[src/rtl/hd_pkg.sv]
package hd_pkg;
  typedef enum logic [1:0] {
    ST_IDLE    = 2'd0,
    ST_SEND    = 2'd1,
    ST_DISCARD = 2'd2
  } hd_state_e;
endpackage

[src/rtl/hd_fifo.sv]
module hd_fifo #(
  parameter int W     = 8,
  parameter int DEPTH = 4
) (
  input  logic         clk,
  input  logic         rst,
  input  logic         push,
  input  logic [W-1:0] wdata,
  output logic         full,
  input  logic         pop,
  output logic [W-1:0] rdata,
  output logic         empty
);
  localparam int AW = (DEPTH > 1) ? $clog2(DEPTH) : 1;

  logic [W-1:0]  mem [DEPTH];
  logic [AW-1:0] wr_ptr, rd_ptr;
  logic [AW:0]   count;
  logic          do_push, do_pop;

  assign full    = (count == (AW+1)'(DEPTH));
  assign empty   = (count == '0);
  assign do_push = push && !full;
  assign do_pop  = pop && !empty;
  assign rdata   = mem[rd_ptr];

  // storage has no reset so that a RAM can be inferred
  always_ff @(posedge clk) begin
    if (do_push) mem[wr_ptr] <= wdata;
  end

  always_ff @(posedge clk) begin
    if (rst) begin
      wr_ptr <= '0;
      rd_ptr <= '0;
      count  <= '0;
    end else begin
      if (do_push) wr_ptr <= (wr_ptr == AW'(DEPTH-1)) ? '0 : wr_ptr + 1'b1;
      if (do_pop)  rd_ptr <= (rd_ptr == AW'(DEPTH-1)) ? '0 : rd_ptr + 1'b1;
      case ({do_push, do_pop})
        2'b10:   count <= count + 1'b1;
        2'b01:   count <= count - 1'b1;
        default: count <= count;
      endcase
    end
  end
endmodule

[src/rtl/hd_vote_merge.sv]
module hd_vote_merge #(
  parameter int N_CORES = 3
) (
  input  logic [N_CORES-1:0] illegal,
  input  logic [N_CORES-1:0] enable,
  output logic               drop
);
  logic [N_CORES-1:0] counted;

  // a disabled core contributes a legal vote
  for (genvar i = 0; i < N_CORES; i++) begin : g_core
    assign counted[i] = illegal[i] & enable[i];
  end

  assign drop = |counted;
endmodule

[src/rtl/hd_dispatch.sv]
module hd_dispatch
  import hd_pkg::*;
#(
  parameter int FLIT_W = 16,
  parameter int TAG_W  = 4,
  parameter int PORT_W = 2
) (
  input  logic              clk,
  input  logic              rst,
  input  logic              lk_empty,
  input  logic [TAG_W-1:0]  lk_tag,
  input  logic              lk_hit,
  input  logic              lk_drop,
  input  logic [PORT_W-1:0] lk_port,
  output logic              lk_pop,
  input  logic              sec_empty,
  input  logic [TAG_W-1:0]  sec_tag,
  input  logic              sec_drop,
  output logic              sec_pop,
  input  logic              flit_empty,
  input  logic [FLIT_W-1:0] flit_data,
  input  logic              flit_last,
  output logic              flit_pop,
  output logic              out_valid,
  output logic [FLIT_W-1:0] out_data,
  output logic              out_last,
  output logic [PORT_W-1:0] out_port,
  output logic              out_to_ctrl
);
  hd_state_e         st;
  logic [TAG_W-1:0]  head_tag;
  logic [PORT_W-1:0] dest_port;
  logic              dest_ctrl;
  logic              decide, tag_ok, kill, to_ctrl;

  assign decide   = (st == ST_IDLE) && !lk_empty && !sec_empty;
  assign tag_ok   = (lk_tag == head_tag) && (sec_tag == head_tag);
  assign kill     = !tag_ok || sec_drop || (lk_hit && lk_drop);
  assign to_ctrl  = !lk_hit;
  assign lk_pop   = decide;
  assign sec_pop  = decide;
  assign flit_pop = (st != ST_IDLE) && !flit_empty;

  always_ff @(posedge clk) begin
    if (rst) begin
      st          <= ST_IDLE;
      head_tag    <= '0;
      dest_port   <= '0;
      dest_ctrl   <= 1'b0;
      out_valid   <= 1'b0;
      out_data    <= '0;
      out_last    <= 1'b0;
      out_port    <= '0;
      out_to_ctrl <= 1'b0;
    end else begin
      out_valid <= (st == ST_SEND) && !flit_empty;
      if ((st == ST_SEND) && !flit_empty) begin
        out_data    <= flit_data;
        out_last    <= flit_last;
        out_port    <= dest_port;
        out_to_ctrl <= dest_ctrl;
      end
      case (st)
        ST_IDLE: begin
          if (decide) begin
            st        <= kill ? ST_DISCARD : ST_SEND;
            dest_port <= to_ctrl ? '0 : lk_port;
            dest_ctrl <= to_ctrl;
          end
        end
        ST_SEND, ST_DISCARD: begin
          if (flit_pop && flit_last) begin
            st       <= ST_IDLE;
            head_tag <= head_tag + 1'b1;
          end
        end
        default: st <= ST_IDLE;
      endcase
    end
  end
endmodule

[src/rtl/verdict_hold_dispatch.sv]
module verdict_hold_dispatch #(
  parameter int FLIT_W    = 16,
  parameter int PKT_DEPTH = 16,
  parameter int VQ_DEPTH  = 4,
  parameter int TAG_W     = 4,
  parameter int N_PORTS   = 4,
  parameter int N_CORES   = 3,
  parameter int PORT_W    = (N_PORTS > 1) ? $clog2(N_PORTS) : 1
) (
  input  logic               clk,
  input  logic               rst,
  input  logic               in_valid,
  input  logic [FLIT_W-1:0]  in_data,
  input  logic               in_last,
  output logic               in_ready,
  input  logic               lk_valid,
  input  logic [TAG_W-1:0]   lk_tag,
  input  logic               lk_hit,
  input  logic               lk_drop,
  input  logic [PORT_W-1:0]  lk_port,
  output logic               lk_ready,
  input  logic               sec_valid,
  input  logic [TAG_W-1:0]   sec_tag,
  input  logic [N_CORES-1:0] sec_illegal,
  input  logic [N_CORES-1:0] core_en,
  output logic               sec_ready,
  output logic               out_valid,
  output logic [FLIT_W-1:0]  out_data,
  output logic               out_last,
  output logic [PORT_W-1:0]  out_port,
  output logic               out_to_ctrl
);
  localparam int FW = FLIT_W + 1;
  localparam int LW = TAG_W + 2 + PORT_W;
  localparam int SW = TAG_W + 1;

  logic              flit_full, flit_empty, flit_pop;
  logic [FW-1:0]     flit_head;
  logic              lk_full, lk_empty, lk_pop;
  logic [LW-1:0]     lk_head;
  logic              sec_full, sec_empty, sec_pop, merged_drop;
  logic [SW-1:0]     sec_head;

  assign in_ready  = !flit_full;
  assign lk_ready  = !lk_full;
  assign sec_ready = !sec_full;

  hd_fifo #(.W(FW), .DEPTH(PKT_DEPTH)) u_flits (
    .clk(clk), .rst(rst),
    .push(in_valid), .wdata({in_last, in_data}), .full(flit_full),
    .pop(flit_pop), .rdata(flit_head), .empty(flit_empty)
  );

  hd_fifo #(.W(LW), .DEPTH(VQ_DEPTH)) u_lkq (
    .clk(clk), .rst(rst),
    .push(lk_valid), .wdata({lk_tag, lk_hit, lk_drop, lk_port}), .full(lk_full),
    .pop(lk_pop), .rdata(lk_head), .empty(lk_empty)
  );

  hd_vote_merge #(.N_CORES(N_CORES)) u_merge (
    .illegal(sec_illegal), .enable(core_en), .drop(merged_drop)
  );

  hd_fifo #(.W(SW), .DEPTH(VQ_DEPTH)) u_secq (
    .clk(clk), .rst(rst),
    .push(sec_valid), .wdata({sec_tag, merged_drop}), .full(sec_full),
    .pop(sec_pop), .rdata(sec_head), .empty(sec_empty)
  );

  hd_dispatch #(.FLIT_W(FLIT_W), .TAG_W(TAG_W), .PORT_W(PORT_W)) u_disp (
    .clk(clk), .rst(rst),
    .lk_empty(lk_empty),
    .lk_tag(lk_head[LW-1 -: TAG_W]),
    .lk_hit(lk_head[PORT_W+1]),
    .lk_drop(lk_head[PORT_W]),
    .lk_port(lk_head[PORT_W-1:0]),
    .lk_pop(lk_pop),
    .sec_empty(sec_empty),
    .sec_tag(sec_head[SW-1:1]),
    .sec_drop(sec_head[0]),
    .sec_pop(sec_pop),
    .flit_empty(flit_empty),
    .flit_data(flit_head[FLIT_W-1:0]),
    .flit_last(flit_head[FLIT_W]),
    .flit_pop(flit_pop),
    .out_valid(out_valid), .out_data(out_data), .out_last(out_last),
    .out_port(out_port), .out_to_ctrl(out_to_ctrl)
  );
endmodule

[config.mk]
export PLATFORM = sky130hd
export DESIGN_NAME = verdict_hold_dispatch
export DESIGN_NICKNAME = d
export VERILOG_FILES = /design/src/rtl/hd_pkg.sv /design/src/rtl/hd_fifo.sv /design/src/rtl/hd_vote_merge.sv /design/src/rtl/hd_dispatch.sv /design/src/rtl/verdict_hold_dispatch.sv
export SDC_FILE = /design/constraint.sdc
export NUM_CORES = 1
export LEC_CHECK = 0
export ABC_AREA = 1
export BUFFER_PORTS_ARGS = -buffer_cell sky130_fd_sc_hd__buf_2
export CAP_MARGIN = 20
export CORE_MARGIN = 4
export CORE_UTILIZATION = 50
export CTS_BUF_LIST = sky130_fd_sc_hd__clkbuf_2 sky130_fd_sc_hd__clkbuf_4 sky130_fd_sc_hd__clkbuf_8
export CTS_CLUSTER_DIAMETER = 50
export DETAILED_ROUTE_END_ITERATION = 16
export HOLD_SLACK_MARGIN = 0.06
export PLACE_DENSITY = 0.74
export SLEW_MARGIN = 10
export SYNTH_ARGS = -nofsm -noshare
export SYNTH_HDL_FRONTEND = slang
export SYNTH_SLANG_ARGS = --single-unit
[constraint.sdc]
create_clock -name clk -period 4.95 [get_ports clk]
set_input_delay 0.495 -clock clk [delete_from_list [all_inputs] [get_ports clk]]
set_output_delay 0.495 -clock clk [all_outputs]
set_load 0.02 [all_outputs]
Word-level counts from Yosys, hierarchy flattened:

Memories as Yosys holds them, arrays and structs flattened. A register that Yosys moved wholly into a read port is not among the register bits.
Cells that the tools add are included.

* logic and storage cells: 120
* register bits: 57
* memories kept: 3
* output and inout bits: 24
* RAM bits: 324

* add/subtract/negate cells: 13
* bitwise logic cells: 3
* equality and inequality tests: 21
* multiplexer cells: 26
* reductions and logical operators: 36

Memory list
* u_flits.mem: words 16, bits a word 17, read ports 1, clocked after Yosys merged registers in 1, wr ports 1, line hd_fifo.sv:16 `logic [W-1:0] mem [DEPTH];`
* u_lkq.mem: words 4, bits a word 8, read ports 1, clocked after Yosys merged registers in 1, wr ports 1, line hd_fifo.sv:16
* u_secq.mem: words 4, bits a word 5, read ports 1, clocked after Yosys merged registers in 1, wr ports 1, line hd_fifo.sv:16

Operator list (number)
* 2-bit two-way mux: 12
* 2-bit equality test, second input constant: 8
* 4-bit two-way mux: 4
* 1-bit logical AND: 13
* 4-bit by 1-bit adder with 4-bit output, second input constant: 3
* 3-bit case mux with 2 select lines: 2
* 5-bit case mux with 2 select lines: 1
* 2-bit by 1-bit adder with 2-bit output, second input constant: 4
* 2-bit by 1-bit equality test with 1-bit output, second input constant: 4
* 4-bit equality test: 2
* 4-bit equality test, second input constant: 2
* 1-bit zero test: 8
* 2-bit nonzero test: 4
* 3-bit by 1-bit adder with 3-bit output, second input constant: 2
* 3-bit equality test, second input constant: 2
* 3-bit zero test: 2
* 1-bit two-way mux: 6
* 2-bit AND reduction: 3
* 3-bit by 1-bit subtractor with 3-bit output, second input constant: 2
* 5-bit by 1-bit adder with 5-bit output, second input constant: 1
* 5-bit equality test, second input constant: 1
* 5-bit zero test: 1
* 5-bit by 1-bit subtractor with 5-bit output, second input constant: 1
* 2-bit case mux with 2 select lines: 1
* 7 further kinds: 10

Logic depth before layout (Yosys ltp):

* depth in word-level cells: 8
* gate-level depth with buffers: 16
* depth with buffers taken out: 16

Hierarchy:

Synthesis repeated with hierarchy kept, for this count alone.

* cell total of the unflattened synthesis: 1460
* area, all modules: 16577.1 um2

By module, submodules not included
* hd_fifo (u_flits): cells an instance 1000, times used 1, area each 12276.8 um2
* hd_fifo (u_lkq): cells an instance 148, times used 1, area each 1702.9 um2
* hd_dispatch: cells an instance 185, times used 1, area each 1313.8 um2
* hd_fifo (u_secq): cells an instance 120, times used 1, area each 1256.2 um2
* hd_vote_merge: cells an instance 4, times used 1, area each 16.3 um2
* verdict_hold_dispatch: cells an instance 3, times used 1, area each 11.3 um2

Worst setup path after synthesis:

Ideal clock, no wire load.

* path type: register to register
* start point: register u_flits.count[0]
* end point: register u_flits.count[4]
* setup time: 0.070 ns
* cell stages (with the launch flop): 15
* path buffers: 0
* slack: 2.632 ns
* data arrival time: 2.248 ns
* path through: dfxtp_1 nor4_2 nand2_1 nand2_2 ha_1 xor2_1 ha_1 inv_1 nand2_1 nand2_1 o21ai_1 a21oi_1 o21ai_0 o21ai_1 a21oi_1

RTL lines
* from (decl): line hd_fifo.sv:18 `logic [AW:0] count;`
* from (signal assigned): line hd_fifo.sv:41 `2'b10: count <= count + 1'b1;`
* from (signal assigned): line hd_fifo.sv:42 `2'b01: count <= count - 1'b1;`
* from (signal assigned): line hd_fifo.sv:43 `default: count <= count;`
* 5-bit equality test *: line hd_fifo.sv:21 `assign full = (count == (AW+1)'(DEPTH));`
* 1-bit zero test *
* named net in_ready: line verdict_hold_dispatch.sv:15 `output logic in_ready,`
* 1-bit logical AND *: line hd_fifo.sv:23 `assign do_push = push && !full;`
* 2-bit by 1-bit equality test with 1-bit output or 2-bit equality test (tied branches): line hd_fifo.sv:40 `case ({do_push, do_pop})`
* 5-bit case mux with 2 select lines or 2-bit nonzero test (tied branches)

Mark *: on every way through the listed nets, which the timed path passes. The rest lies on a longest branch.
A chain may end at the register's enable or synchronous reset.

==> metrics <==
crit path DAT=3.34 ns; area grow syn2layout=12.2%; worst-margin pin slew=1.11 ns; Cell variety after synth=34; VDD IR max=0.000349 V; CP startpoint kind=flop; DRC errors left=0; # rows=64; Final Max Tran Viols=0; Setup crit end kind=flop; 1st-iter DRT viols=940; Synth top cells by count=edfxtp_1 (324), nor2_1 (242), o21ai_0 (166), nand2_1 (139), inv_1 (80); HP Class=input port to flop; design area=17700 µm²; hold_sp=lk_tag[3]; vias per cell=between 5 and 6; Area contributors post-synth=edfxtp_1 (62%), dfxtp_1 (8.2%), nor2_1 (5.8%); boundary pin count=64; Max transition margin=around 26%; Die H=around 190 µm; Fin. Hold Viols=0; cell count after synthesis=1345; Detail Route Antenna Nets=0; FF-to-FF End=u_disp.st[0]; critical path peak fanout=18; max capacitance violation total=0; Max Fclk=350 MHz; Post-CTS Hold Buffers=0; Leak=6.42 nW; drt total wl=between 30000 and 40000 µm; post-synthesis sequential area ratio=a little over two thirds; Net Count, Synth=1410; Final Cycle Share=57.8%; CTS Buffer Depth=3; Main synth FF type=edfxtp_1; gpl congestion=0.836; clock skew=0.0273 ns; Port-buffer cells=63; Starting Density=51.1%; Num Clock Sinks=389; Power Density=495 nW/µm²; layout cell share with drive strength beyond 1=14.5%; footprint of the multi-input gates=4090 µm²; TritonRoute pass-1 iters=5; syn avg cell area=11.7 µm²; CTS resizes=0; largest net degree at the start of global routing=83; hold depth=1; Worst Path Required=5.43 ns; top cell type's share of synthesized area=between 60% and 70%; Final Hold Slack=0.127 ns; fin nets=1486; Area after DPL=16400 µm²; fillers=roughly 2500; global-route wire length before repair=54700 µm; die area=between 30000 and 40000 µm²; initial antenna violation count=3; core area=30900 µm²; vias in the first global route=10395; DR vias=10419; top-count cell post-synth=edfxtp_1; grt total ovfl=0; flop2flop setup slack=2.09 ns; min Tclk post-route=approximately 2.9 ns; CTS clock-pin slew for the worst setup and hold paths=approximately 0.060 ns; htree depth=2; die width=186 µm; # setup viols final=0; post-CTS setup buffers=0; status=completed; clock buffer count from CTS=59; top cell type by total area after synthesis=edfxtp_1; All-Layer GR Usage=20.3%; Seq. cell area=11000 µm²; #FFs+latches synth=around 390; Final TNS setup=0 ns; CTS tree=yes; Ys Warns=0; number of synthesized flops with an enable pin=324; cell area after synthesis=15800 µm²; antenna diode count=0; Root Buffer=clkbuf_8; DR WL/cell=18.7 µm; CP Class=flop to flop; Worst Reg2Reg Path Length in Cells=9; RSZ-0062 raised after global routing=no; hold path endpoint=u_lkq.mem[2][7]; post-DP HPWL=~21000 µm; clk_lat worst skew=0.60 ns; ys async rst share=0%
-- state kept, by name, summed over array words and instances (netlist names), named ones only --
name                count
u_disp.dest_ctrl        1
u_disp.dest_port        2
u_disp.head_tag         4
u_disp.out_data        16
u_disp.out_last         1
u_disp.out_port         2
u_disp.out_to_ctrl      1
u_disp.out_valid        1
u_disp.st               2
u_flits.count           5
u_flits.mem           272
u_flits.rd_ptr          4
u_flits.wr_ptr          4
u_lkq.count             3
u_lkq.mem              32
u_lkq.rd_ptr            2
u_lkq.wr_ptr            2
u_secq.count            3
u_secq.mem             20
u_secq.rd_ptr           2
u_secq.wr_ptr           2
-- worst max path at each step --
| stage | start | endpoint | slack, ns | cells past startpoint |
|---|---|---|---|---|
| after floorplan | u_flits.count[0] | u_flits.count[4] | 2.63 | 14 |
| after global placement | flop | u_disp.st[1] | 2.20 | 9 |
| after detailed placement | flop | u_disp.head_tag[1] | 2.16 | 10 |
| after CTS | flop | u_disp.head_tag[1] | 2.14 | 10 |
| after global routing | flop | u_disp.st[0] | 1.79 | 13 |
| final | flop | u_disp.st[0] | 2.09 | 9 |
-- where the power goes --
group	internal [W]	leakage, nW	switching (W)
sequential	0.00379	3.47	0.000245
combinational	0.000614	2.28	0.00132
clock	0.00159	0.678	0.00120
-- metal layers --
| metal | global-route usage (%) | wire [µm] | share of wire, % |
|---|---|---|---|
| met5 | 0 | 47 | 0.13 |
| met4 | 7.75 | 1040 | 3.0 |
| met3 | 4.06 | 2510 | 7.2 |
| met2 | 34.1 | 17100 | 49 |
| met1 | 26.2 | 14200 | 41 |
-- area by class of cell --
| cell class | count | share of cell area [%] |
|---|---|---|
| clock buffers | 86 | 6.01 |
| well taps | 396 | 2.80 |
| inverters | 86 | 1.84 |
| multi-input cells | 803 | 23.1 |
| flip-flops and latches | 389 | 62.3 |
| repair buffers | 82 | 2.71 |
| clock inverters | 25 | 1.24 |
-- critical path, cell delays in order (launching register included) --
cell	delay [ns]
dfxtp_1	0.93
clkinv_1	0.98
nand3_1	0.35
nand2_2	0.13
nand2_1	0.07
nand2_1	0.06
nand2_2	0.08
nand2_1	0.05
nand2_1	0.05
nor2_1	0.05
-- metrics by stage --
| step | utilization (%) | power, W | std cells | worst slack (ns) |
|---|---|---|---|---|
| 2_1_floorplan | - | 0.00556 | 1345 | 2.63 |
| 3_3_place_gp | 53.0 | 0.00597 | 1753 | 2.20 |
| 3_5_place_dp | 53.2 | 0.00603 | 1756 | 2.16 |
| 4_1_cts | 57.3 | 0.00882 | 1867 | 2.14 |
| 5_1_grt | 57.3 | 0.00928 | 1867 | 1.79 |
| 6_report | 57.3 | 0.00877 | 1867 | 2.09 |
-- layout by cell type, fill, tap and decap left out, drive strengths merged, types with 2 or more instances in the layout --
cell and count:
edfxtp 324, nor2 243, o21ai 182, nand2 143, clkbuf 86, inv 84
buf 82, nand3 78, o211ai 68, dfxtp 65, a21oi 30, ha 23
clkinv 22, o221ai 14, xor2 6, bufinv 4, a211oi 3, o22ai 2
xnor2 2, o211a 2, nor3 2, fa 2
-- kinds of logic after synthesis --
logic type | Yosys count | share of synthesized area, %
AOI/OAI and AO/OA | 301 | 11.1
xor gates and xnor gates | 8 | 0.444
adders and majority gates | 25 | 2.08
buffers and inverters | 153 | 4.50
DFF | 389 | 69.9
and+or+nand+nor | 469 | 12.0
Note: power is estimated with default switching activity, not from simulation.
